File: config.mk
export PLATFORM = sky130hd
export DESIGN_NAME = dual_interval_timer
export DESIGN_NICKNAME = d
export VERILOG_FILES = /design/src/rtl/tmr_pkg.sv /design/src/rtl/tmr_prescale.sv /design/src/rtl/tmr_core.sv /design/src/rtl/dual_interval_timer.sv
export SDC_FILE = /design/constraint.sdc
export NUM_CORES = 1
export LEC_CHECK = 0
export ABC_AREA = 1
export BUFFER_PORTS_ARGS = -buffer_cell sky130_fd_sc_hd__clkbuf_2
export CORE_MARGIN = 4
export CORE_UTILIZATION = 53
export CTS_CLUSTER_DIAMETER = 100
export CTS_CLUSTER_SIZE = 14
export DETAILED_ROUTE_END_ITERATION = 10
export GPL_TIMING_DRIVEN = 0
export PLACE_DENSITY = 0.71
export SYNTH_ARGS = -nofsm -noshare
export SYNTH_HDL_FRONTEND = slang
export SYNTH_SLANG_ARGS = --single-unit
File: constraint.sdc
create_clock -name clk -period 2.2 [get_ports clk]
set_input_delay 0.22 -clock clk [delete_from_list [all_inputs] [get_ports clk]]
set_output_delay 0.22 -clock clk [all_outputs]
set_load 0.05 [all_outputs]
File: src/rtl/tmr_pkg.sv
package tmr_pkg;

  localparam int WORD_IDX_W = 3;
  localparam int CTRL_W     = 8;

  typedef enum logic [WORD_IDX_W-1:0] {
    REG_LOAD   = 3'd0,
    REG_VALUE  = 3'd1,
    REG_CTRL   = 3'd2,
    REG_CLR    = 3'd3,
    REG_RAW    = 3'd4,
    REG_MSK    = 3'd5,
    REG_BGLOAD = 3'd6,
    REG_NONE   = 3'd7
  } reg_idx_e;

  // control byte bit positions
  localparam int CB_RUN      = 7;
  localparam int CB_PERIODIC = 6;
  localparam int CB_IE       = 5;
  localparam int CB_PRE_HI   = 3;
  localparam int CB_PRE_LO   = 2;
  localparam int CB_WIDE     = 1;
  localparam int CB_ONESHOT  = 0;

  typedef enum logic [1:0] {
    PRE_DIV1   = 2'b00,
    PRE_DIV16  = 2'b01,
    PRE_DIV256 = 2'b10,
    PRE_ALT256 = 2'b11
  } pre_sel_e;

  typedef enum logic [1:0] {
    MODE_FREE     = 2'd0,
    MODE_PERIODIC = 2'd1,
    MODE_ONESHOT  = 2'd2
  } mode_e;

  // one-shot takes precedence over periodic
  function automatic mode_e decode_mode(input logic [CTRL_W-1:0] c);
    if (c[CB_ONESHOT])       return MODE_ONESHOT;
    else if (c[CB_PERIODIC]) return MODE_PERIODIC;
    else                     return MODE_FREE;
  endfunction

endpackage

File: src/rtl/tmr_prescale.sv
module tmr_prescale #(
  parameter int MID_LOG = 4,
  parameter int HI_LOG  = 8
) (
  input  logic       clk,
  input  logic       rst,
  input  logic       run,
  input  logic       restart,
  input  logic [1:0] sel,
  output logic       tick
);
  import tmr_pkg::*;

  logic [HI_LOG-1:0] pre_q;
  pre_sel_e          sel_e;

  assign sel_e = pre_sel_e'(sel);

  always_comb begin
    unique case (sel_e)
      PRE_DIV1:  tick = run;
      PRE_DIV16: tick = run && (&pre_q[MID_LOG-1:0]);
      default:   tick = run && (&pre_q);
    endcase
  end

  always_ff @(posedge clk) begin
    if (rst || restart) pre_q <= '0;
    else if (run)       pre_q <= pre_q + 1'b1;
  end

endmodule

File: src/rtl/tmr_core.sv
module tmr_core #(
  parameter int DATA_W  = 32,
  parameter int MID_LOG = 4,
  parameter int HI_LOG  = 8
) (
  input  logic                                clk,
  input  logic                                rst,
  input  logic                                sel_hit,
  input  logic                                bus_wr,
  input  logic [tmr_pkg::WORD_IDX_W-1:0]      reg_idx,
  input  logic [DATA_W-1:0]                   wdata,
  output logic [DATA_W-1:0]                   rd_word,
  output logic                                irq,
  output logic [DATA_W-1:0]                   cnt_o,
  output logic [DATA_W-1:0]                   cnt_eff_o,
  output logic                                raw_o,
  output logic [tmr_pkg::CTRL_W-1:0]          ctrl_o,
  output logic                                tick_o
);
  import tmr_pkg::*;

  localparam int HALF_W = DATA_W / 2;
  localparam logic [DATA_W-1:0] ALL1  = '1;
  localparam logic [DATA_W-1:0] HALF1 = {{(DATA_W-HALF_W){1'b0}}, {HALF_W{1'b1}}};
  localparam logic [DATA_W-1:0] ONE   = {{(DATA_W-1){1'b0}}, 1'b1};

  reg_idx_e            idx_e;
  logic                ld_wr, bg_wr, ctrl_wr, clr_wr;
  logic [DATA_W-1:0]   cnt_q, cnt_d, reload_q, mask, cnt_eff, rel_eff;
  logic [CTRL_W-1:0]   ctrl_q;
  logic                raw_q, tick, zero_hit;
  mode_e               mode;

  assign idx_e   = reg_idx_e'(reg_idx);
  assign ld_wr   = bus_wr && sel_hit && (idx_e == REG_LOAD);
  assign bg_wr   = bus_wr && sel_hit && (idx_e == REG_BGLOAD);
  assign ctrl_wr = bus_wr && sel_hit && (idx_e == REG_CTRL);
  assign clr_wr  = bus_wr && sel_hit && (idx_e == REG_CLR);

  assign mask    = ctrl_q[CB_WIDE] ? ALL1 : HALF1;
  assign cnt_eff = cnt_q & mask;
  assign rel_eff = reload_q & mask;
  assign mode    = decode_mode(ctrl_q);

  tmr_prescale #(
    .MID_LOG (MID_LOG),
    .HI_LOG  (HI_LOG)
  ) u_pre (
    .clk     (clk),
    .rst     (rst),
    .run     (ctrl_q[CB_RUN]),
    .restart (ld_wr),
    .sel     (ctrl_q[CB_PRE_HI:CB_PRE_LO]),
    .tick    (tick)
  );

  // next count and zero event
  always_comb begin
    cnt_d    = cnt_q;
    zero_hit = 1'b0;
    if (ld_wr) begin
      cnt_d = wdata & mask;
    end else if (tick) begin
      if (cnt_eff == '0) begin
        unique case (mode)
          MODE_PERIODIC: cnt_d = rel_eff;
          MODE_FREE:     cnt_d = mask;
          default:       cnt_d = cnt_q;
        endcase
      end else begin
        cnt_d    = cnt_eff - ONE;
        zero_hit = (cnt_eff == ONE);
      end
    end
  end

  always_ff @(posedge clk) begin
    if (rst) begin
      cnt_q    <= ALL1;
      reload_q <= '0;
      ctrl_q   <= '0;
      raw_q    <= 1'b0;
    end else begin
      cnt_q <= cnt_d;
      if (ld_wr || bg_wr) reload_q <= wdata;
      if (ctrl_wr)        ctrl_q   <= wdata[CTRL_W-1:0];
      if (zero_hit)       raw_q    <= 1'b1;
      else if (clr_wr)    raw_q    <= 1'b0;
    end
  end

  always_comb begin
    unique case (idx_e)
      REG_LOAD, REG_BGLOAD: rd_word = reload_q;
      REG_VALUE:            rd_word = cnt_q;
      REG_CTRL:             rd_word = {{(DATA_W-CTRL_W){1'b0}}, ctrl_q};
      REG_RAW:              rd_word = {{(DATA_W-1){1'b0}}, raw_q};
      REG_MSK:              rd_word = {{(DATA_W-1){1'b0}}, raw_q & ctrl_q[CB_IE]};
      default:              rd_word = '0;
    endcase
  end

  assign irq       = raw_q & ctrl_q[CB_IE];
  assign cnt_o     = cnt_q;
  assign cnt_eff_o = cnt_eff;
  assign raw_o     = raw_q;
  assign ctrl_o    = ctrl_q;
  assign tick_o    = tick;

endmodule

File: src/rtl/dual_interval_timer.sv
module dual_interval_timer #(
  parameter  int NUM_TIMERS = 2,
  parameter  int DATA_W     = 32,
  parameter  int MID_LOG    = 4,
  parameter  int HI_LOG     = 8,
  localparam int SEL_W      = (NUM_TIMERS > 1) ? $clog2(NUM_TIMERS) : 1,
  localparam int ADDR_W     = SEL_W + tmr_pkg::WORD_IDX_W
) (
  input  logic                  clk,
  input  logic                  rst,
  input  logic [ADDR_W-1:0]     bus_word_addr,
  input  logic                  bus_wr,
  input  logic [DATA_W-1:0]     bus_wdata,
  output logic [DATA_W-1:0]     bus_rdata,
  output logic [NUM_TIMERS-1:0] irq
);
  import tmr_pkg::*;

  logic [SEL_W-1:0]                        tsel;
  logic [WORD_IDX_W-1:0]                   widx;
  logic [NUM_TIMERS-1:0][DATA_W-1:0]       word_all;
  logic [NUM_TIMERS-1:0][DATA_W-1:0]       cnt_all;
  logic [NUM_TIMERS-1:0][DATA_W-1:0]       eff_all;
  logic [NUM_TIMERS-1:0][CTRL_W-1:0]       ctrl_all;
  logic [NUM_TIMERS-1:0]                   raw_all;
  logic [NUM_TIMERS-1:0]                   tick_all;
  logic [DATA_W-1:0]                       rd_next;

  assign tsel = bus_word_addr[ADDR_W-1:WORD_IDX_W];
  assign widx = bus_word_addr[WORD_IDX_W-1:0];

  for (genvar k = 0; k < NUM_TIMERS; k++) begin : g_tmr
    tmr_core #(
      .DATA_W  (DATA_W),
      .MID_LOG (MID_LOG),
      .HI_LOG  (HI_LOG)
    ) u_core (
      .clk       (clk),
      .rst       (rst),
      .sel_hit   (tsel == SEL_W'(k)),
      .bus_wr    (bus_wr),
      .reg_idx   (widx),
      .wdata     (bus_wdata),
      .rd_word   (word_all[k]),
      .irq       (irq[k]),
      .cnt_o     (cnt_all[k]),
      .cnt_eff_o (eff_all[k]),
      .raw_o     (raw_all[k]),
      .ctrl_o    (ctrl_all[k]),
      .tick_o    (tick_all[k])
    );
  end

  always_comb begin
    rd_next = '0;
    for (int k = 0; k < NUM_TIMERS; k++) begin
      if (tsel == SEL_W'(k)) rd_next = word_all[k];
    end
  end

  always_ff @(posedge clk) begin
    if (rst) bus_rdata <= '0;
    else     bus_rdata <= rd_next;
  end

endmodule

### Yosys cells after proc, flatten, opt, wreduce, memory -nomap -nowiden

Cells that the tools add are included.

* register bits: 194
* input port bits: 39
* output and inout port bits: 34
* word-level logic and storage cells: 103

* add/subtract/negate cells: 4
* equal/unequal tests: 14
* muxes and demuxes: 29
* bitwise operators: 9
* reduce and logical (&&, ||, !) cells: 36

Operator list (count)
* 32-bit one-hot mux with 5 select lines: 2
* 32-bit 2-to-1 mux: 9
* 32-bit bitwise AND: 6
* 32-bit one-hot mux with 2 select lines: 2
* 32-bit by 1-bit equality test with 1-bit output, second input constant: 2
* 32-bit zero test: 2
* 32-bit by 1-bit subtractor with 32-bit output, second input constant: 2
* 8-bit by 1-bit adder with 8-bit output, second input constant: 2
* 8-bit AND reduction: 2
* 1-bit logical AND: 14
* 1-bit 2-to-1 mux: 12
* 3-bit equality test, second input constant: 3
* 2-bit by 1-bit equality test with 1-bit output, second input constant: 4
* 2-bit zero test: 4
* 4-bit by 3-bit != test with 1-bit output, second input constant: 2
* 4-bit AND reduction: 2
* 2-bit nonzero test: 4
* 3-bit by 2-bit equality test with 1-bit output, second input constant: 2
* 1-bit logical OR: 4
* 2-bit 2-to-1 mux: 2
* 1-bit one-hot mux with 2 select lines: 2
* 2-bit AND reduction: 2
* 3-bit by 1-bit equality test with 1-bit output, second input constant: 1
* 3-bit zero test: 1
* other kinds (3): 4

### Depth between registers and ports, before layout

* depth after elaboration: 7
* gate-level depth with buffers: 15
* mapped depth without buffers: 14

### Modules after synthesis

A second synthesis with hierarchy kept.

* cells, all modules: 1993
* area, all modules: 12132.9 um2

Modules (own cells, without submodules)
* tmr_core at g_tmr[0].u_core: instances 1, cells an instance 835, area each 4994.8 um2, sequential area each 1461.4 um2
* tmr_core at g_tmr[1].u_core: instances 1, cells an instance 838, area each 4988.5 um2, sequential area each 1461.4 um2
* dual_interval_timer: instances 1, cells an instance 204, area each 1328.8 um2, sequential area each 640.6 um2
* tmr_prescale: instances 2, cells an instance 58, area each 410.4 um2, sequential area each 160.2 um2

### Worst setup path after synthesis

Ideal clock, no wire load.

* path kind: reg2reg
* start: register g_tmr[1].u_core.cnt_q[0]
* end: register g_tmr[1].u_core.cnt_q[14]
* setup time: 119 ps
* data arrival time: 1828 ps
* data required time: 2081 ps
* path slack: 252 ps
* stages on the path, launching flop included: 15
* path buffers: 1
* period minus slack after synthesis: 1948 ps
* path through: dfxtp_1 -> inv_1 -> ha_1 -> inv_1 -> nor2_2 -> nand2_1 -> nor2_1 -> inv_1 -> nor2_2 -> nand2_1 -> nand2_1 -> nor2_2 -> buf_6 -> nand2_1 -> nand3_2

* longest elaborated chain between the ends: 5
* elaborated cells between the ends (all ways): 8
* those cells by class: 1 x add/sub; 1 x eq/ne; 3 x mux; 1 x bitwise; 2 x reduce/logical

Ends and longest elaborated chain
* start: declaration: RTL line tmr_core.sv:29 `logic [DATA_W-1:0] cnt_q, cnt_d, reload_q, mask, cnt_eff, rel_eff;`
* start signal: assignment: RTL line tmr_core.sv:84 `cnt_q <= cnt_d;`
* 32-bit bitwise AND (*): RTL line tmr_core.sv:41 `assign cnt_eff = cnt_q & mask;`
* 32-bit by 1-bit subtractor with 32-bit output / 32-bit zero test (equally long branches): RTL line tmr_core.sv:71, tmr_core.sv:64
* 32-bit 2-to-1 mux: RTL line tmr_core.sv:64 `if (cnt_eff == '0) begin`
* 32-bit 2-to-1 mux: RTL line tmr_core.sv:63 `end else if (tick) begin`
* 32-bit 2-to-1 mux: RTL line tmr_core.sv:61 `if (ld_wr) begin`

Mark *: on every way between the ends. The rest lies on a longest branch, timed or not. The select of a mux whose other input is x is not followed.
A chain may end at the register's enable or synchronous reset.

### Final worst setup path

* start: register g_tmr[0].u_core.cnt_q[1]
* end: register g_tmr[0].u_core.cnt_q[9]

* longest elaborated chain between the ends: 5
* elaborated cells between the ends (all ways): 8
* those cells by class: 1 x add/sub; 1 x eq/ne; 3 x mux; 1 x bitwise; 2 x reduce/logical

Ends and longest elaborated chain (RTL line)
* start: declaration: tmr_core.sv:29
* start signal: assignment: tmr_core.sv:84
* 32-bit bitwise AND (*): tmr_core.sv:41
* 32-bit by 1-bit subtractor with 32-bit output / 32-bit zero test (equally long branches): tmr_core.sv:71, tmr_core.sv:64
* 32-bit 2-to-1 mux: tmr_core.sv:64
* 32-bit 2-to-1 mux: tmr_core.sv:63
* 32-bit 2-to-1 mux: tmr_core.sv:61

Marked as above.

==> key figures <==
Outcome
  – Status: finished, final reports clean

Power
  – Combinational Power Share: 15.4%
  – Clk network pwr share: 38.0%
  – P per Cell Area: 647.7 nW/um^2
  – Switching share of total power: 30.88%
  – Worst IR Drop VDD: 0.5195 mV
  – Leakage dissipation: 0.005698 uW
  – Int Power: 5682 uW
  – Sequential share of power: 46.6%
  – Net load switching power: 2538 uW

Cells and area
  – Nets@finish: 1803
  – Commonest non-fill, non-tap cell in the layout: nand2_1
  – Core Util, Final: 62.51%
  – Layout area overhead: 16.00%
  – Final antenna diode count: 0
  – Layout cells sized above 1: 14.51%
  – Fillers: 1970
  – Most frequent cells in the layout: 368 x nand2_1, 193 x dfxtp_1, 175 x nor2_1

Logic synthesis
  – Synth warn: 0
  – Net Count, Synth: 1682
  – Flops & latches, synth: 194
  – Syn Area/Cell: 6.682 um^2
  – Mapped Cells: 1637
  – Synth top area share: 35.50%
  – Sequential fraction of the synthesis area: 35.50%
  – Most area-consuming cells after synthesis: dfxtp_1 36%, nand2_1 13%, o21ai_0 7.9%
  – Synth unique cells: 45
  – Synthesized cell area: 10940 um^2
  – Yosys top cell by area: dfxtp_1

Worst hold path
  – Hold Crit Start: bus_wdata[13]
  – Worst hold path class: in2reg

Detailed routing
  – Met2 routed WL: 18190 um
  – Metal-1 WL: 16650 um
  – Initial drt markers: 1768
  – Drt drc: 0
  – Vias per cell: 6.021
  – Detail Route met3 WL: 4310 um
  – DR vias: 12.29k
  – Final ANT Viol Nets: 0
  – Max layer used: met4
  – Routed length per instance: 20.04 um
  – TritonRoute pass-1 iters: 7
  – Routed wire length: 40900 um

Worst setup path
  – CP Max Fanout: 6
  – Reg2reg path depth: 13
  – Launch point of the worst reg-to-reg path: g_tmr[0].u_core.cnt_o[1]
  – Worst endpoint data arrival time: 2.53 ns
  – Critical path required time: 2.60 ns
  – WS Path Type: reg2reg
  – Worst reg2reg endpoint: g_tmr[0].u_core.cnt_o[9]
  – End point of the critical path: g_tmr[0].u_core.cnt_o[9]
  – Crit end category: flip-flop
  – Reg2reg setup slack: 0.07 ns
  – Startpoint types: flip-flop
  – Worst Setup SP: g_tmr[0].u_core.cnt_o[1]

Floorplan
  – Die width: 151.7 um
  – Die ar.: 23000 um^2
  – Io pins: 73
  – Chip height: 151.7 um
  – Initial Util: 53.89%
  – Core Rows: 52
  – Core ar.: 20300 um^2

Timing
  – Pins Over Slew Limit: 0
  – Skew final: 0.01125 ns
  – Min Tclk post-route: 2.134 ns
  – # setup viols final: 0
  – Actual slew at the worst max-slew pin: 0.8153 ns
  – Fmax: 0.4685 GHz
  – Final worst slack: 0.06551 ns
  – Slew margin rel.: 45.65%
  – Final hold violation count: 0
  – Period utilisation layout: 97.02%

Clock tree
  – Hold-fix buffers, CTS: 0
  – Clock-pin slew on the worst setup and hold paths: 0.08 ns
  – CTS root buf: clkbuf_16
  – Clock sinks: 194
  – Num CTS Buffers: 17
  – Clock tree buffer depth: 2
  – CTS tree: built
  – H-tree lvl count: 4
  – Clock Latency Late Sink: 0.45 ns

GRT
  – First-pass GRT wire length: 61020 um
  – Antenna violations before repair: 0
  – Grt total ovfl: 0
  – Largest net degree at the start of global routing: 18
  – Vias in the first global route: 11.26k
  – Gr usage total: 34.91%

Placement
  – Port buffer count: 70
  – DPL Wire Length: 30720 um
  – Final estimated routing congestion in global placement: 1.019
  – Pre-CTS setup slack: -0.3806 ns

Flow run
  – Max cap viols: 0
[routing by layer]
| metal | vias up | global-route usage, % |
|---|---|---|
| met3 | 137 | 4.938 |
| met2 | 788 | 55.42 |
| met4 | 0 | 13.43 |
| met5 | - | 0 |
| li1 | 5710 | - |
| met1 | 5653 | 48.24 |
[kinds of logic (layout without fill, tap and decap cells)]
kind of cell    count (synthesis)  count (layout)  share of synthesized area (%)
simple gates                  758             759                          30.66
compound gates                422             422                          21.66
xor+xnor                       31              31                          2.482
flops                         194             194                          35.50
buf+inv                       226             359                          9.001
fa+ha+maj                       6               6                         0.6862
[worst max-delay path, cell delays in order (launching register included)]
cell	delay [ns]
dfxtp_1	0.34
inv_2	0.12
ha_4	0.16
nand2_1	0.13
nor2_4	0.21
nand2_2	0.12
nor2_4	0.21
nand3_2	0.12
a21oi_4	0.18
buf_12	0.15
buf_6	0.10
buf_4	0.10
a21oi_1	0.05
nand2_1	0.08
[how the worst min path moves through the flow]
stage / endpoint / slack, ns / cells past startpoint
after floorplan: g_tmr[0].u_core.cnt_o[12] / 0.35 / 2
after global routing: g_tmr[0].u_core.cnt_o[13] / 0.03 / 3
after global placement: g_tmr[1].u_core.cnt_o[1] / 0.45 / 2
after CTS: g_tmr[0].u_core.cnt_o[13] / 0.02 / 3
after detailed placement: g_tmr[1].u_core.cnt_o[1] / 0.46 / 2
final: g_tmr[0].u_core.cnt_o[13] / 0.02 / 3
[through the flow]
| step | hold WS, ns | TNS (ns) | cell area, um^2 | total power, uW | std cells |
|---|---|---|---|---|---|
| 2_1_floorplan | 0.3524 | 0 | 10940 | 4613 | 1637 |
| 3_3_place_gp | 0.4517 | -19.69 | 11630 | 5004 | 1977 |
| 3_5_place_dp | 0.4566 | -21.08 | 11630 | 5017 | 1977 |
| 4_1_cts | 0.02361 | 0 | 12330 | 8084 | 2021 |
| 5_1_grt | 0.02983 | -0.04897 | 12690 | 8433 | 2041 |
| 6_report | 0.01805 | 0 | 12690 | 8220 | 2041 |
[Yosys cell counts (all sizes together)]
cell type and n:
o21ai 189, nand2 407, o221ai 5, a211oi 1, and3 1, nor3 20, a22oi 25, and2 2
nor4 1, clkbuf 50, dfxtp 194, nand4 24, a31oi 2, a221oi 29, ha 6, or2 2
xor2 23, xnor2 8, buf 32, inv 144, a21oi 153, o21a 5, o211ai 3, nor3b 2
o22ai 5, nand3 94, nor2 197, o21bai 1, o2111ai 4, nand3b 8
[power by group through the flow]
stage	logic (uW)	clock network [uW]	registers, uW
after detailed placement	1120	0	3900
after floorplan	666	0	3950
after CTS	1170	3100	3820
after global routing	1360	3240	3840
after global placement	1110	0	3900
final	1270	3120	3830
[registers in the layout, summed over array words and instances (netlist names)]
signal	flops
g_tmr.u_core.ctrl_o	16
g_tmr.u_core.reload_q	64
g_tmr.u_core.raw_o	2
bus_rdata	32
g_tmr.u_core.cnt_o	64
g_tmr.u_core.u_pre.pre_q	16
[what timing repair did]
item                                   4_1_cts  5_1_grt
setup buffers                               12       17
pin swaps                                    6       16
cloned                                       0        3
endpoints found under the hold margin        0        0
setup endpoints to repair                   62       79
gates resized for setup                     12       56
[final cells by class]
cell class / instances / area [um^2] / area share, %
Multi-Input combinational cell: 1218 / 6218 / 49.00
Sequential cell: 194 / 3885 / 30.62
Timing Repair Buffer: 101 / 640.6 / 5.048
Inverter: 144 / 540.5 / 4.260
Buffer: 82 / 495.5 / 3.905
Clock buffer: 19 / 442.9 / 3.490
Tap cell: 270 / 337.8 / 2.662
Clock inverter: 13 / 128.9 / 1.016
No activity file was read; power rests on OpenSTA's default activity.
